**src/rtl/irq_status_pkg.sv**
```systemverilog
package irq_status_pkg;
  localparam int NSRC   = 16;
  localparam int DATA_W = 32;
  localparam int NPIN   = 8;
  localparam int NTMR   = 2;

  localparam int B_FIQ  = 0;
  localparam int B_TMR1 = 8;
  localparam int B_TMR2 = 9;
  localparam int B_RTC  = 10;
  localparam int B_TICK = 11;
  localparam int B_UTX  = 12;
  localparam int B_URX  = 13;
  localparam int B_MDM  = 14;
  localparam int B_SEOT = 15;

  typedef logic [NSRC-1:0] src_vec_t;

  // bits held by a sticky flop; all others follow a level
  localparam src_vec_t LATCH_MASK = 16'b1100_1111_0000_0000;
  // pin bits 0..7 that are asserted low
  localparam logic [NPIN-1:0] PIN_ACT_LOW = 8'b0110_0001;
endpackage

```
**src/rtl/irq_sync.sv**
```systemverilog
module irq_sync #(
  parameter int WIDTH  = 1,
  parameter int STAGES = 2,
  parameter logic [WIDTH-1:0] RST_VAL = '0
) (
  input  logic             clk,
  input  logic             rst,
  input  logic [WIDTH-1:0] d,
  output logic [WIDTH-1:0] q
);
  logic [WIDTH-1:0] stg [STAGES];

  always_ff @(posedge clk) begin
    if (rst) begin
      for (int i = 0; i < STAGES; i++) stg[i] <= RST_VAL;
    end else begin
      stg[0] <= d;
      for (int i = 1; i < STAGES; i++) stg[i] <= stg[i-1];
    end
  end

  assign q = stg[STAGES-1];
endmodule

```
**src/rtl/irq_tmr_arm.sv**
```systemverilog
module irq_tmr_arm (
  input  logic clk,
  input  logic rst,
  input  logic tclk_s,
  input  logic uflow,
  output logic set
);
  logic prev_q;
  logic armed_q;
  logic fall;

  assign fall = prev_q & ~tclk_s;
  assign set  = fall & (armed_q | uflow);

  always_ff @(posedge clk) begin
    if (rst) begin
      prev_q  <= 1'b0;
      armed_q <= 1'b0;
    end else begin
      prev_q  <= tclk_s;
      armed_q <= fall ? 1'b0 : (armed_q | uflow);
    end
  end
endmodule

```
**src/rtl/irq_eoi_dec.sv**
```systemverilog
module irq_eoi_dec import irq_status_pkg::*; #(
  parameter int ADDR_W = 8,
  parameter logic [ADDR_W-1:0] A_STATUS = 8'h10,
  parameter logic [ADDR_W-1:0] A_TC1    = 8'h20,
  parameter logic [ADDR_W-1:0] A_TC2    = 8'h24,
  parameter logic [ADDR_W-1:0] A_RTC    = 8'h28,
  parameter logic [ADDR_W-1:0] A_TICK   = 8'h2C,
  parameter logic [ADDR_W-1:0] A_MDM    = 8'h30,
  parameter logic [ADDR_W-1:0] A_SSI    = 8'h38
) (
  input  logic [ADDR_W-1:0] addr,
  input  logic              wr,
  input  logic              rd,
  output src_vec_t          clr,
  output logic              stat_rd
);
  always_comb begin
    clr         = '0;
    clr[B_TMR1] = wr && (addr == A_TC1);
    clr[B_TMR2] = wr && (addr == A_TC2);
    clr[B_RTC]  = wr && (addr == A_RTC);
    clr[B_TICK] = wr && (addr == A_TICK);
    clr[B_MDM]  = wr && (addr == A_MDM);
    clr[B_SEOT] = rd && (addr == A_SSI);
    stat_rd     = rd && (addr == A_STATUS);
  end
endmodule

```
**src/rtl/irq_status_agg.sv**
```systemverilog
module irq_status_agg import irq_status_pkg::*; #(
  parameter int ADDR_W = 8,
  parameter logic [ADDR_W-1:0] A_STATUS = 8'h10,
  parameter logic [ADDR_W-1:0] A_TC1    = 8'h20,
  parameter logic [ADDR_W-1:0] A_TC2    = 8'h24,
  parameter logic [ADDR_W-1:0] A_RTC    = 8'h28,
  parameter logic [ADDR_W-1:0] A_TICK   = 8'h2C,
  parameter logic [ADDR_W-1:0] A_MDM    = 8'h30,
  parameter logic [ADDR_W-1:0] A_SSI    = 8'h38,
  parameter int SYNC_STAGES = 2
) (
  input  logic              clk,
  input  logic              rst,
  input  logic [ADDR_W-1:0] bus_addr,
  input  logic              bus_wr,
  input  logic              bus_rd,
  input  logic              fiq_n,
  input  logic              bat_low,
  input  logic              wdog_exp,
  input  logic              media_chg,
  input  logic              codec_irq,
  input  logic              ext1_n,
  input  logic              ext2_n,
  input  logic              ext3,
  input  logic [1:0]        tmr_clk,
  input  logic [1:0]        tmr_uflow,
  input  logic              rtc_match,
  input  logic              tick_evt,
  input  logic              modem_evt,
  input  logic              ssi_done,
  input  logic              uart_tx_lvl,
  input  logic              uart_rx_lvl,
  output logic [15:0]       irq_status,
  output logic [31:0]       rd_data,
  output logic              rd_valid
);
  localparam int SYNC_W = NPIN + NTMR;
  localparam logic [SYNC_W-1:0] SYNC_RST = {{NTMR{1'b0}}, PIN_ACT_LOW};

  logic [SYNC_W-1:0] raw_in, sync_out;
  logic [NPIN-1:0]   pin_act;
  logic [NTMR-1:0]   tmr_set;
  src_vec_t          lvl_v, set_v, clr_v, status_q, status_d;
  logic              stat_rd;

  assign raw_in = {tmr_clk, ext3, ext2_n, ext1_n, codec_irq,
                   media_chg, wdog_exp, bat_low, fiq_n};

  irq_sync #(.WIDTH(SYNC_W), .STAGES(SYNC_STAGES), .RST_VAL(SYNC_RST)) u_sync (
    .clk(clk), .rst(rst), .d(raw_in), .q(sync_out)
  );

  assign pin_act = sync_out[NPIN-1:0] ^ PIN_ACT_LOW;

  for (genvar t = 0; t < NTMR; t++) begin : g_tmr
    irq_tmr_arm u_arm (
      .clk(clk), .rst(rst), .tclk_s(sync_out[NPIN+t]),
      .uflow(tmr_uflow[t]), .set(tmr_set[t])
    );
  end

  irq_eoi_dec #(
    .ADDR_W(ADDR_W), .A_STATUS(A_STATUS), .A_TC1(A_TC1), .A_TC2(A_TC2),
    .A_RTC(A_RTC), .A_TICK(A_TICK), .A_MDM(A_MDM), .A_SSI(A_SSI)
  ) u_dec (
    .addr(bus_addr), .wr(bus_wr), .rd(bus_rd), .clr(clr_v), .stat_rd(stat_rd)
  );

  always_comb begin
    lvl_v                 = '0;
    lvl_v[B_FIQ+NPIN-1:B_FIQ] = pin_act;
    lvl_v[B_UTX]          = uart_tx_lvl;
    lvl_v[B_URX]          = uart_rx_lvl;

    set_v                 = '0;
    set_v[B_TMR1]         = tmr_set[0];
    set_v[B_TMR2]         = tmr_set[1];
    set_v[B_RTC]          = rtc_match;
    set_v[B_TICK]         = tick_evt;
    set_v[B_MDM]          = modem_evt;
    set_v[B_SEOT]         = ssi_done;

    // set takes priority over a clear in the same cycle
    status_d = (LATCH_MASK & (set_v | (status_q & ~clr_v))) |
               (~LATCH_MASK & lvl_v);
  end

  always_ff @(posedge clk) begin
    if (rst) begin
      status_q <= '0;
      rd_data  <= '0;
      rd_valid <= 1'b0;
    end else begin
      status_q <= status_d;
      rd_valid <= stat_rd;
      rd_data  <= stat_rd ? {{(DATA_W-NSRC){1'b0}}, status_q} : '0;
    end
  end

  assign irq_status = status_q;
endmodule

```
**config.mk**
```make
export PLATFORM = sky130hd
export DESIGN_NAME = irq_status_agg
export DESIGN_NICKNAME = d
export VERILOG_FILES = /design/src/rtl/irq_status_pkg.sv /design/src/rtl/irq_sync.sv /design/src/rtl/irq_tmr_arm.sv /design/src/rtl/irq_eoi_dec.sv /design/src/rtl/irq_status_agg.sv
export SDC_FILE = /design/constraint.sdc
export NUM_CORES = 1
export LEC_CHECK = 0
export BUFFER_PORTS_ARGS = -buffer_cell sky130_fd_sc_hd__buf_2
export CAP_MARGIN = 15
export CORE_MARGIN = 5
export CORE_UTILIZATION = 35
export DETAILED_ROUTE_END_ITERATION = 6
export PLACE_DENSITY = 0.68
export SYNTH_ARGS = -nofsm -noshare
export SYNTH_HDL_FRONTEND = slang
export SYNTH_SLANG_ARGS = --single-unit
```
**constraint.sdc**
```tcl
create_clock -name clk -period 3.39 [get_ports clk]
set_input_delay 0.1695 -clock clk [delete_from_list [all_inputs] [get_ports clk]]
set_output_delay 0.1695 -clock clk [all_outputs]
set_load 0.01 [all_outputs]
```
After elaboration in Yosys (flattened, before gate mapping)
Memories as Yosys holds them, arrays and structs flattened.
Cells that the tools add are included.

cells by class
  equality and inequality tests = 7
  muxes and demuxes = 5
  bitwise gates (word level) = 16
  reductions and logical operators = 10

operators with widths
  operator                                                          number
  8-bit by 6-bit == test with 1-bit output (second input constant)  6
  10-bit two-way mux                                                2
  16-bit bitwise AND                                                1
  16-bit inverter                                                   1
  16-bit by 14-bit bitwise OR with 16-bit output                    1
  16-bit bitwise OR                                                 1
  8-bit by 5-bit == test with 1-bit output (second input constant)  1
  1-bit logical AND                                                 7
  2-bit OR reduction                                                3
  1-bit bitwise AND                                                 4
  1-bit bitwise OR                                                  4
  1-bit two-way mux                                                 3
  1-bit inverter                                                    3
  3-bit inverter                                                    1

word-level totals
  bits in registers = 53
  bits in writable memories = 20
  input port bits = 30
  word-level logic and storage cells = 47
  memories = 1

memory list
  name        depth  width  read ports  clocked after Yosys merged registers in  write ports  line            text
  u_sync.stg  2      10     2           0                                        2            irq_sync.sv:11  logic [WIDTH-1:0] stg [STAGES];

Depth between registers and ports, before layout
Gate-level depths: netlist of the first run.

  depth after elaboration = 6
  gate-level depth with buffers = 4
  mapped depth without buffers = 3

Modules after synthesis
From an unflattened synthesis of the first run, not the netlist that was laid out.

unflattened totals
  cell total of the unflattened synthesis = 191
  area total of the unflattened synthesis = 2092.0 um2

modules (own cells, without submodules)
  module          instances  cells an instance  area an instance (um2)  seq. area each (um2)
  irq_status_agg  1          97                 1087.3                  660.6
  irq_sync        1          52                 616.8                   400.4
  irq_eoi_dec     1          28                 207.7                   0.0
  irq_tmr_arm     2          7                  90.1                    40.0

Worst setup path before layout of the first run
No wires, ideal clock.

  path kind = in2reg
  start = input port bus_addr[1]
  end = register rd_data[9]
  library setup time = 0.059 ns
  data arrival time = 1.347 ns
  data required time = 3.331 ns
  path slack = 1.984 ns
  stages = 4
  cell sequence = or4_4 nor4b_4 buf_6 and2_1

on the way
  longest elaborated chain between the ends = 4

RTL lines
  what                                      line                  text
  start, declared                           irq_status_agg.sv:14  input logic [ADDR_W-1:0] bus_addr,
  8-bit by 5-bit == test with 1-bit output  irq_eoi_dec.sv:25     stat_rd = rd && (addr == A_STATUS);
  1-bit logical AND                         irq_eoi_dec.sv:25
  1-bit inverter (no source line)           --
  2-bit OR reduction (no source line)       --
  end signal, assigned                      irq_status_agg.sv:96  rd_data <= stat_rd ? {{(DATA_W-NSRC){1'b0}}, status_q} : '0;
  end, declared                             irq_status_agg.sv:34  output logic [31:0] rd_data,

Every way passes these cells.
A chain may end at the register's enable or synchronous reset.

Worst setup path after layout of the first run
  start = input port rst
  end = register rd_data[1]

on the way
  longest elaborated chain between the ends = 1

RTL lines
  what                                 line                  text
  start, declared                      irq_status_agg.sv:13  input logic rst,
  2-bit OR reduction (no source line)  --

Every way passes these cells.

==> results list, run 1 <==
- Max VDD drop: about 0.00025 V
- Endpoint kind of the worst setup timing path: flip-flop
- Htree depth: 3
- Wires add up to roughly 3.1 mm.
- The floorplan step set the die height to around 82 um.
- The max-slew violation count was 0.
* Worst Reg-to-Reg Cells: 3
- Core ar.: between 5000 and 6000 um2
* Antenna violations before repair: 0
* Setup repair after global routing missed its margin: false
* Average vias per placed instance: around 3.9
* Final global-route overflow total: 0
- Delay of the slowest cell on the worst path: around 0.60 ns
* Share of flip-flops with an asynchronous set or reset: 0%
* Share of layout cells above drive strength 1: 38.0%
- The floorplan has 26 rows.
- Area contributors post-synth: sky130_fd_sc_hd__dfxtp_1, sky130_fd_sc_hd__nor2b_1, sky130_fd_sc_hd__buf_4
* Cell with the largest stage delay on the worst path: sky130_fd_sc_hd__or4b_1
- In the routed design, unresolved DRC markers number 0.
* Longest Clk Path Bufs: 2
* Portion of the post-synthesis area used by sequential elements: between 60% and 70%
- Vias: about 1.2k
* All-layer global routing usage: 9.43%
- Final hold vios: 0
- Synthesized instance count: around 160
- The synthesized netlist contains 28 unique library cells.
* Number of register bits inferred by synthesis: 57
* Instance count along the most critical hold path: 2
- Number of hold buffers added after CTS: 0
- Tightest slew margin relative to the limit: 55.7%
* Number of fill cells: between 400 and 500
* Maxcap violations: 0
* Total half-perimeter wirelength after legalization and detailed placement: between 2 and 2.5 mm
- The final critical path takes up 48.2% of the cycle.
* Power density over the cells: between 600 and 700 nW/um2
- Final weighted congestion in routability-driven placement: around 0.73
- The first global-routing pass estimated 4.52 mm of wire.
* Clk Latency, worst-skew pair: roughly 0.33 ns
* Startpoint kind of the worst setup timing path: input pin
- In the synthesized netlist the dominant register cell turns out to be sky130_fd_sc_hd__dfxtp_1.
* CP Data Arrival Time: 1.90 ns
- After clock tree synthesis, the repair step resized 0 gates.
* Number of nets with antenna violations after routing: 0
* Static power due to leakage: ~1.1 nW
- Post-synthesis average cell area: 11.3 um2
- WP data required: 3.66 ns
- Buffers added to address setup during post-CTS repair amount to 0.
- In the final routed layout, each cell accounts on average for slightly above 10 um.
- The number of global-route vias before repair was approximately 1k.
* Post-synth top area share: between 60% and 70%
* Post-route cell area: between 2000 and 2500 um2
* Number of DRC markers in iteration 0: 70
- Min Tclk post-route: about 1.6 ns
- At the end of the flow, the number of nets in the layout was roughly 260.
* Critical path class: input pin to flip-flop
- Slew @ Worst Pin: roughly 0.66 ns
* Maximum fanout count along the critical path: 44
* Maximum number of pins on one net before global-route repair: 45
- Aggregate negative setup slack: 0 ns
- Synth Cell Area: between 1500 and 2000 um2
* Synthesis-to-finish area growth: 28.3%
- Once the floorplan was initialized, standard cells occupied a little over a third of the core.
* Total inserted antenna cells: 0
- Clock skew on the completed layout was measured at roughly 0.0072 ns.
- In this run the cell area measured after placement is 2140 um2.
- Number of enable flip-flop cells after synthesis: 0
* Path category of the worst min-delay check: input pin to flip-flop
* Clock transition at the register clock pins on the worst setup and hold paths after CTS: ~0.060 ns
- The floorplan step defined a die boundary enclosing between 6000 and 7000 um2.
- Timing would allow up to around 0.6 GHz.
- Pre-Repair DR Iteration Count: 4
- TritonCTS built the clock tree.
* Yosys warnings: 0
- At the end of the flow the core is filled with cells to 46.0%.
- Counting the buffers created by CTS gives 9.
- The die is slightly above 80 um wide.
* Count of buffers inserted at the top-level ports: a little over 60
* Sequence of cells on the critical path: buf_2 -> or4b_1 -> nor4b_4 -> and2_1
* Count of final setup violators: 0
- Status: finished, final reports clean
- Top-level I/O count: 79
- The synthesized design spends more area on one cell type than any other, namely sky130_fd_sc_hd__dfxtp_1.
* Root buffer cell: sky130_fd_sc_hd__clkbuf_8
- Clock tree synthesis found a total of between 50 and 60 sinks.
-- where the power goes --
part / internal [mW] / switching [mW] / leakage (nW)
clock network: 0.410 / 0.249 / 0.106
registers: 0.692 / 0.00710 / 0.467
logic: 0.0332 / 0.0387 / 0.532
-- synth_stat cells, drive strengths merged, types with 2 or more instances --
master	n
buf	17
inv	2
nor2b	25
nor2	8
nor3	4
or4b	2
nor4	2
dfxtp	57
or3b	2
and2	16
or2	7
nand2b	2
clkbuf	4
nor4b	3
-- sequential cells by signal (all words and copies together), names as in the netlist --
register and count:
u_sync.stg 20, irq_status 16, rd_data 16, g_tmr.u_arm.armed_q 2
g_tmr.u_arm.prev_q 2, rd_valid 1
-- kinds of logic after synthesis --
family | count (synthesis) | share of synthesized area [%]
AOI/OAI and AO/OA | 5 | 1.91
and+or+nand+nor | 76 | 27.1
DFF | 57 | 62.3
other | 1 | 0.205
buffers and inverters | 23 | 8.41
-- per-stage QoR --
stage / std cells / setup WS (ns) / hold slack [ns] / total power [mW]
after global placement: 288 / 1.42 / 0.366 / 0.785
after floorplan: 177 / 1.98 / 0.273 / 0.766
after CTS: 304 / 1.73 / 0.0143 / 1.45
after global routing: 304 / 1.63 / 0.0202 / 1.49
after detailed placement: 288 / 1.37 / 0.363 / 0.786
final: 304 / 1.76 / 0.0347 / 1.43
-- final cells by class --
cell class / instances / area [um2] / area share (%)
inverter: 2 / 7.51 / 0.320
timing repair buffer: 62 / 310 / 13.2
tap: 70 / 87.6 / 3.73
clock inverter: 6 / 82.6 / 3.52
multi-input combinational: 97 / 592 / 25.2
clock buffer: 10 / 128 / 5.43
sequential: 57 / 1140 / 48.6
-- critical path: cells and delay by family --
family	cells	cell delay (ns)
buffers and inverters	1	0.31
and+or+nand+nor	3	1.40
-- routing by layer --
metal / GRT usage [%] / routed length, um / vias to the layer above
met5: 0 / 0 / -
met1: 9.62 / 1240 / 515
met2: 13.7 / 1450 / 54
met4: 7.48 / 46 / 0
met3: 5.86 / 388 / 5
li1: - / - / 622
-- final timing paths --
kind                                    start                     endpoint  slack (ns)
max                                       rst        rd_data[1]$_SDFF_PP0_        1.76
min                                    ext1_n  u_sync.stg[0][5]$_SDFF_PP1_        0.03
max reg2reg  g_tmr[0].u_arm.prev_q$_SDFF_PP0_     irq_status[8]$_SDFF_PP0_        2.34
min reg2reg      u_sync.stg[0][15]$_SDFF_PP1_     irq_status[5]$_SDFF_PP0_        0.38
-- cell usage in the layout, fill, tap and decap left out --
cell type	n
sky130_fd_sc_hd__buf_2	62
sky130_fd_sc_hd__nor3_1	4
sky130_fd_sc_hd__conb_1	16
sky130_fd_sc_hd__or2_2	7
sky130_fd_sc_hd__a21oi_1	1
sky130_fd_sc_hd__nor4b_1	2
sky130_fd_sc_hd__o41ai_1	1
sky130_fd_sc_hd__nand3b_1	1
sky130_fd_sc_hd__nor2b_1	25
sky130_fd_sc_hd__nor2_1	8
sky130_fd_sc_hd__or4_4	1
sky130_fd_sc_hd__inv_1	2
sky130_fd_sc_hd__nand4b_1	1
sky130_fd_sc_hd__clkinv_2	3
sky130_fd_sc_hd__dfxtp_1	57
sky130_fd_sc_hd__clkinvlp_4	1
sky130_fd_sc_hd__or3b_2	2
sky130_fd_sc_hd__nand4bb_1	1
sky130_fd_sc_hd__clkbuf_1	1
sky130_fd_sc_hd__nand2b_1	2
sky130_fd_sc_hd__o211ai_1	1
sky130_fd_sc_hd__nor4_1	2
sky130_fd_sc_hd__nor4b_4	1
sky130_fd_sc_hd__nand2_1	1
sky130_fd_sc_hd__and2_1	16
sky130_fd_sc_hd__or4b_1	1
sky130_fd_sc_hd__a311oi_1	1
sky130_fd_sc_hd__or4b_2	1
sky130_fd_sc_hd__o21ai_0	1
sky130_fd_sc_hd__bufinv_16	2
sky130_fd_sc_hd__clkbuf_8	9
(Power assumes the default switching activity.)
==> inputs of run 2 (changes only) <==
--- a/config.mk
+++ b/config.mk
@@ -10,7 +10,7 @@
 export CORE_MARGIN = 5
 export CORE_UTILIZATION = 35
 export DETAILED_ROUTE_END_ITERATION = 6
-export PLACE_DENSITY = 0.68
+export PLACE_DENSITY = 0.7
 export SYNTH_ARGS = -nofsm -noshare
 export SYNTH_HDL_FRONTEND = slang
 export SYNTH_SLANG_ARGS = --single-unit
==> constraint.sdc (replaced) <==
create_clock -name clk -period 1.45 [get_ports clk]
set_input_delay 0.0725 -clock clk [delete_from_list [all_inputs] [get_ports clk]]
set_output_delay 0.0725 -clock clk [all_outputs]
set_load 0.01 [all_outputs]
==> run 2 against run 1 <==
Effect of this change: clock-buffer cell count unchanged; worst setup slack worse by 1.5 ns; clock power rose to 2.7 times the previous value; sequential power up 130%; largest power group is now the clock network; critical path type unchanged; critical endpoint is now irq_status[10]$_SDFF_PP0_; largest cell class unchanged.
==> results list, run 2 (synthesis results as in run 1) <==
- Status: finished, final reports clean
* Cell-internal power: 2.90 mW
- Maximum number of pins on one net before global-route repair: 44
- Startpoint kind of the worst setup timing path: input pin
- The analysis attributes to cell leakage a power of roughly 1.2 nW.
* Antenna violations before repair: 0
- Clock transition at the register clock pins on the worst setup and hold paths after CTS: 0.06 ns
- STA classifies the critical path endpoint as a flip-flop.
- From bottom edge to top edge, the die measures just over 80 um.
- Timing-limited maximum frequency: ~0.86 GHz
- Instance count along the most critical hold path: 3
* Final global-route overflow total: 0
- Number of pins exceeding their max-slew limit in the final report: 0
- For this run, the post-layout net count is 276.
* Switching power: roughly 700 uW
* Setup repair after global routing missed its margin: false
- All-layer global routing usage: 11.1%
- In this run the worst path has a maximum fanout of 3.
- During placement, the flow inserted port buffers numbering slightly above 60.
* Total half-perimeter wirelength after legalization and detailed placement: 2.34 mm
- Reg power frac: between 40% and 50%
- Counting flops per register, the top entry is u_sync.stg.
- Total DRC errors in the routed layout: 0
- Number of fill cells: 492
- Setup violations remaining at the end of the flow were counted as 0.
- Final hold analysis gives a worst-case slack of roughly 0.022 ns.
* Aggregate negative setup slack: 0 ns
* Power density over the cells: between 1000 and 1500 nW/um2
- The number of global-route vias before repair is ~1.2k.
* Root buffer cell: sky130_fd_sc_hd__clkbuf_8
- Width of the die: 82.3 um
- The worst setup path is of the input pin to flip-flop kind.
* Clock tree from TritonCTS: yes
- Clock network fraction of total power: ~49%
- The die covers about 6800 um2.
* Fin cells: 321
- Cell with the largest stage delay on the worst path: sky130_fd_sc_hd__or4b_2
- Clock sink count: 57
- Most used cells in the layout excluding fill and tap cells: sky130_fd_sc_hd__buf_2, sky130_fd_sc_hd__dfxtp_1, sky130_fd_sc_hd__nor2b_1
- Subtracting the final worst setup slack from the clock period gives 1.16 ns.
- Initial Utilization: between 30% and 40%
* Total number of placement rows: 26
- The worst hold path belongs to the class input pin to flip-flop.
* Htree depth: 3
* Delay of the slowest cell on the worst path: 0.69 ns
- Average wire per standard cell: 10.4 um
* Largest clock skew in the final design: between 0.003 and 0.004 ns
* Logic pwr share: under 10%
* Tot Pwr: between 3 and 4 mW
- Share of layout cells above drive strength 1: between 30 and 40%
- Clock tree synthesis inserted a total of 9 buffers.
- Cells fill 49.8% of the core in the end.
- In this run, placement finished with an instance count of approximately 290.
- For the worst setup path, the data required time is 1.64 ns.
- Commonest non-fill, non-tap cell in the layout: sky130_fd_sc_hd__buf_2
* Final worst-path cycle share: 80.0%
- VDD sags by at most approximately 0.00074 V.
- Wires add up to 3.33 mm.
- The register with the most flip-flops in the layout has 20 of them.
- The worst register-to-register path has a depth of 3.
- CP Data Arrival Time: around 1.4 ns
- The congestion estimate from routability-driven global placement came to ~0.78.
* Synthesis-to-finish area growth: 39.0%
- Top-level I/O count: 79
- The critical path goes through buf_2 -> or4b_2 -> o41ai_1 -> a21oi_1.
* Net switching fraction of the power: about a fifth
- The tool flagged a number of max-cap violations equal to 0.
- Number of nets with antenna violations after routing: 0
* Number of DRC markers in iteration 0: 55
- In the routed layout, each cell is associated on average with a via count of 3.94.
- Longest Clk Path Bufs: 2
* Clk Latency, worst-skew pair: 0.32 ns
- The first global-routing pass estimated about 5.4 mm of wire.
- In this run the standard cell core region covers 5110 um2.
- The first TritonRoute pass finished after 4 iterations.
- 0 antenna diodes ended up in the layout.
* Final hold vios: 0
- Vias: 1265
[run 2: cell count changes in the layout (fill, tap and decap cells not counted)]
cell,delta
sky130_fd_sc_hd__clkbuf_8,+1
sky130_fd_sc_hd__bufinv_16,+1
sky130_fd_sc_hd__buf_4,+3
sky130_fd_sc_hd__clkbuf_1,-1
sky130_fd_sc_hd__clkinvlp_4,-1
sky130_fd_sc_hd__dlygate4sd3_1,+14
[run 2: path summary, 6_finish.rpt]
check	from	endpoint	slack (ns)
min	modem_evt	irq_status[14]$_SDFF_PP0_	0.02
max reg2reg	g_tmr[1].u_arm.prev_q$_SDFF_PP0_	irq_status[9]$_SDFF_PP0_	0.39
max	bus_addr[1]	irq_status[10]$_SDFF_PP0_	0.29
min reg2reg	u_sync.stg[0][16]$_SDFF_PP1_	irq_status[6]$_SDFF_PP0_	0.37
[run 2: area by class of cell]
cell class / count / area (um2) / area share [%]
flip-flops and latches: 57 / 1140 / 44.9
multi-input cells: 97 / 592 / 23.3
repair buffers: 79 / 473 / 18.6
clock buffers: 10 / 138 / 5.41
clock inverters: 6 / 105 / 4.13
well taps: 70 / 87.6 / 3.44
inverters: 2 / 7.51 / 0.295
[run 2: critical path: cells and delay by family]
family          cells  cell delay (ns)
buf+inv             1             0.11
simple gates        1             0.69
compound gates      2             0.48
[run 2: layer usage]
metal / GRT usage, % / wire (um) / vias to the layer above
li1: - / - / 658
met1: 11.0 / 1360 / 541
met2: 17.8 / 1560 / 60
met3: 5.75 / 348 / 6
met4: 7.81 / 61 / 0
met5: 0 / 0 / -
[run 2: power by group through the flow]
stage / clock [mW] / combinational (mW) / sequential, mW
floorplan: 0 / 0.115 / 1.68
global placement: 0 / 0.168 / 1.67
detailed placement: 0 / 0.172 / 1.67
CTS: 1.82 / 0.201 / 1.63
global route: 1.90 / 0.224 / 1.64
finish: 1.76 / 0.200 / 1.63
[run 2: what timing repair did]
item | 4_1_cts | 5_1_grt
resized for setup | 0 | 0
setup buffers | 0 | 0
hold buffers | 14 | 0
hold endpoints to repair | 14 | 0
[run 2: stage by stage]
stage | setup WS (ns) | area [um2]
after floorplan | 0.141 | 1890
after global placement | -0.0118 | 2160
after detailed placement | -0.0576 | 2160
after CTS | 0.301 | 2540
after global routing | 0.240 | 2540
final | 0.289 | 2540
==> inputs of run 3 (changes only) <==
--- a/config.mk
+++ b/config.mk
@@ -5,12 +5,13 @@
 export SDC_FILE = /design/constraint.sdc
 export NUM_CORES = 1
 export LEC_CHECK = 0
+export ABC_AREA = 1
 export BUFFER_PORTS_ARGS = -buffer_cell sky130_fd_sc_hd__buf_2
 export CAP_MARGIN = 15
 export CORE_MARGIN = 5
 export CORE_UTILIZATION = 35
 export DETAILED_ROUTE_END_ITERATION = 6
-export PLACE_DENSITY = 0.7
+export PLACE_DENSITY = 0.67
 export SYNTH_ARGS = -nofsm -noshare
 export SYNTH_HDL_FRONTEND = slang
 export SYNTH_SLANG_ARGS = --single-unit
==> constraint.sdc (replaced) <==
create_clock -name clk -period 1.2 [get_ports clk]
set_input_delay 0.06 -clock clk [delete_from_list [all_inputs] [get_ports clk]]
set_output_delay 0.06 -clock clk [all_outputs]
set_load 0.01 [all_outputs]
==> run 3 against run 2 <==
Effect of this change: utilization is 1.3 points lower; register-to-register slack worse by 0.32 ns; non-clock buffer count is 2 higher; die area is 5.2% higher; critical path depth stayed put; combinational power is 37% higher; worst setup slack worse by 0.25 ns; power is 11% higher; final cell count is 22% higher; critical path type unchanged; critical endpoint is now irq_status[14]$_SDFF_PP0_; largest cell class unchanged.
==> results list, run 3 <==
- Final global-route overflow total: 0
- The number of antenna violations at the first check in global routing is 0.
* Number of pins exceeding their max-slew limit in the final report: 0
* Largest clock skew in the final design: approximately 0.0065 ns
- Cells with a size suffix above 1 make up a little under a third of the layout.
- Yosys warnings: 0
- Post-synth top area share: slightly below 60%
- Of the synthesized area, sequential elements account for just under 60%.
- Routability-driven placement finished with a final weighted congestion of 0.781.
- Number of global-route vias before repair: roughly 1.4k
- The register with the most flip-flops in the layout has 20 of them.
- The average instance in the mapped netlist occupies 8.43 um2.
- Library cell with the highest instance count after synthesis: sky130_fd_sc_hd__dfxtp_1
- The tool flagged a number of max-cap violations equal to 0.
- No sink is reached through more buffers than the 2 on the longest clock path.
* Aggregate negative setup slack: 0 ns
- The cell sitting at the root of the clock tree is a sky130_fd_sc_hd__clkbuf_8.
- By area the synthesized netlist is led by sky130_fd_sc_hd__dfxtp_1, sky130_fd_sc_hd__inv_1, sky130_fd_sc_hd__nor2_1.
- Final hold vios: 0
- sky130_fd_sc_hd__dfxtp_1 takes more of the synthesized area than any other cell.
- On the critical path, the stage with the largest delay is an instance of sky130_fd_sc_hd__dlygate4sd3_1.
* Sequence of cells on the critical path: dlygate4sd3_1 -> buf_2 -> a21oi_1 -> dlygate4sd3_1
- CP startpoint: rst
- Routed WL: roughly 3.6 mm
* Average vias per placed instance: between 3 and 4
- Total half-perimeter wirelength after legalization and detailed placement: 2.53 mm
- Max VDD drop: slightly below 0.0009 V
* Number of DRC markers in iteration 0: 42
* Maximum fanout count along the critical path: 4
* Top cells by count, synth: sky130_fd_sc_hd__dfxtp_1, sky130_fd_sc_hd__inv_1, sky130_fd_sc_hd__nor2_1
- Commonest non-fill, non-tap cell in the layout: sky130_fd_sc_hd__buf_2
* Number of register bits inferred by synthesis: 57
- The worst hold path belongs to the class input pin to flip-flop.
- Timing analysis after detailed placement gives a worst setup slack of 0.254 ns.
- Htree depth: 3
- Clk Latency, worst-skew pair: roughly 0.33 ns
- Critical register-to-register path startpoint: irq_status[14]$_SDFF_PP0_
- Setup ws final: roughly 0.04 ns
- The repair_antennas step left the layout with diodes totalling 0.
- Die Ht: roughly 84 um
* Number of fill cells: about 540
- The library cells used most frequently in the layout, excluding fill and tap cells, are sky130_fd_sc_hd__buf_2, sky130_fd_sc_hd__dfxtp_1, sky130_fd_sc_hd__inv_1.
* Number of enable flip-flop cells after synthesis: 0
- Total number of placement rows: 27
- Endpoint kind of the worst setup timing path: flip-flop
- The core region is 5440 um2.
* Total DRC errors in the routed layout: 0
- Clock tree from TritonCTS: yes
* Main flop type after synthesis: sky130_fd_sc_hd__dfxtp_1
* WP data required: 1.47 ns
- Relative to the synthesized area, the layout overhead comes to 36.1%.
* CP dominant cell by count: sky130_fd_sc_hd__dlygate4sd3_1
- Min Tclk post-route: 1.16 ns
- Clock-pin slew was measured on the worst setup and hold paths at roughly 0.060 ns.
- Critical path class: input pin to flip-flop
- For this configuration, the core starts out at a cell density of between 30% and 40%.
* Share of flip-flops with an asynchronous set or reset: 0%
* Synthesized instance count: 230
* Area of the die: roughly 7100 um2
- Synth Cell Area: a little under 2000 um2
- Maximum number of pins on one net before global-route repair: 40
* Cell variety after synth: 17
- Dividing the final minimum period by the clock period gives 96.7%.
- Measured along the x axis, the die boundary spans roughly 84 um.
- Count of final setup violators: 0
- Status: finished, final reports clean
- Summed over all cells, the static leakage comes to roughly 1.3 nW.
* Top-level I/O count: 79
- For this run, the slowest stage of the critical path takes 0.57 ns.
- Clock tree synthesis found a total of 57 sinks.
- Register name with the most flops: u_sync.stg
- The first global-routing pass estimated about 6 mm of wire.
- Startpoint kind of the worst setup timing path: input pin
* Number of nets with antenna violations after routing: 0
- Timing-limited maximum frequency: about 0.86 GHz
- Hold timing on the final database bottoms out at a slack of between 0.02 and 0.025 ns.
- Hold_sp: tmr_uflow[0]
- Post-route cell area: approximately 2600 um2
- In this run, CTS created clock tree buffers numbering 9.
- Power density over the cells: between 1500 and 2000 nW/um2
- Pre-Repair DR Iteration Count: 4
* Total number of nets in the final design: about 350
- Count of buffers inserted at the top-level ports: 62
* CP Data Arrival Time: around 1.4 ns
- Across every metal layer, demand over resource in global routing totals a little over a tenth.
- After detailed placement, the total cell area comes to approximately 2300 um2.
* Vias: between 1k and 1.5k
* Average wire per standard cell: 9.16 um
run 3: cells by family after synthesis:
| family | count (synthesis) | share of synthesized area, % |
|---|---|---|
| flops | 57 | 58.8 |
| simple gates | 90 | 20.6 |
| other cells | 1 | 0.193 |
| buf+inv | 75 | 18.4 |
| compound gates | 7 | 1.94 |
run 3: repair_timing:
item,CTS,global route
setup buffers,0,0
resized for setup,0,3
endpoints found under the hold margin,16,0
hold buffers,18,0
endpoints found under the setup margin,0,11
run 3: critical path, delay by kind of cell:
kind	cells	cell delay, ns
buffers and inverters	3	1.26
AO/OA/AOI/OAI	1	0.11
run 3: layout make-up:
class,instances,area (um2),share of cell area (%)
clock buffer,11,141,5.36
clock inverter,5,55.1,2.09
inverter,53,201,7.63
multi-input combinational,113,498,18.9
sequential,57,1140,43.3
tap,72,90.1,3.41
timing repair buffer,81,510,19.3
run 3: stage by stage:
| stage | power (mW) | cells | util [%] |
|---|---|---|---|
| 2_1_floorplan | 2.19 | 245 | - |
| 3_3_place_gp | 2.24 | 358 | 41.5 |
| 3_5_place_dp | 2.25 | 358 | 41.5 |
| 4_1_cts | 4.06 | 392 | 48.4 |
| 5_1_grt | 4.18 | 392 | 48.5 |
| 6_report | 3.99 | 392 | 48.5 |
run 3: routing by layer:
layer	global-route usage (%)	part of all wire, %	routed length [um]
met1	11.0	41	1470
met2	17.9	48	1710
met3	5.79	8.9	321
met4	6.91	2.4	85
met5	0	0	0
run 3: path summary, 6_finish.rpt:
| kind | depth (start not counted) | slack, ns | to |
|---|---|---|---|
| max | 4 | 0.04 | irq_status[14]$_SDFF_PP0_ |
| max reg2reg | 3 | 0.07 | irq_status[14]$_SDFF_PP0_ |
| min reg2reg | 1 | 0.37 | irq_status[0]$_SDFF_PP0_ |
| min | 3 | 0.02 | g_tmr[0].u_arm.armed_q$_SDFF_PP0_ |
run 3: power by group:
part           leakage (nW)  switching (mW)  internal (mW)
sequential            0.467          0.0215           1.95
clock                0.0953           0.730           1.01
combinational         0.753           0.140          0.134
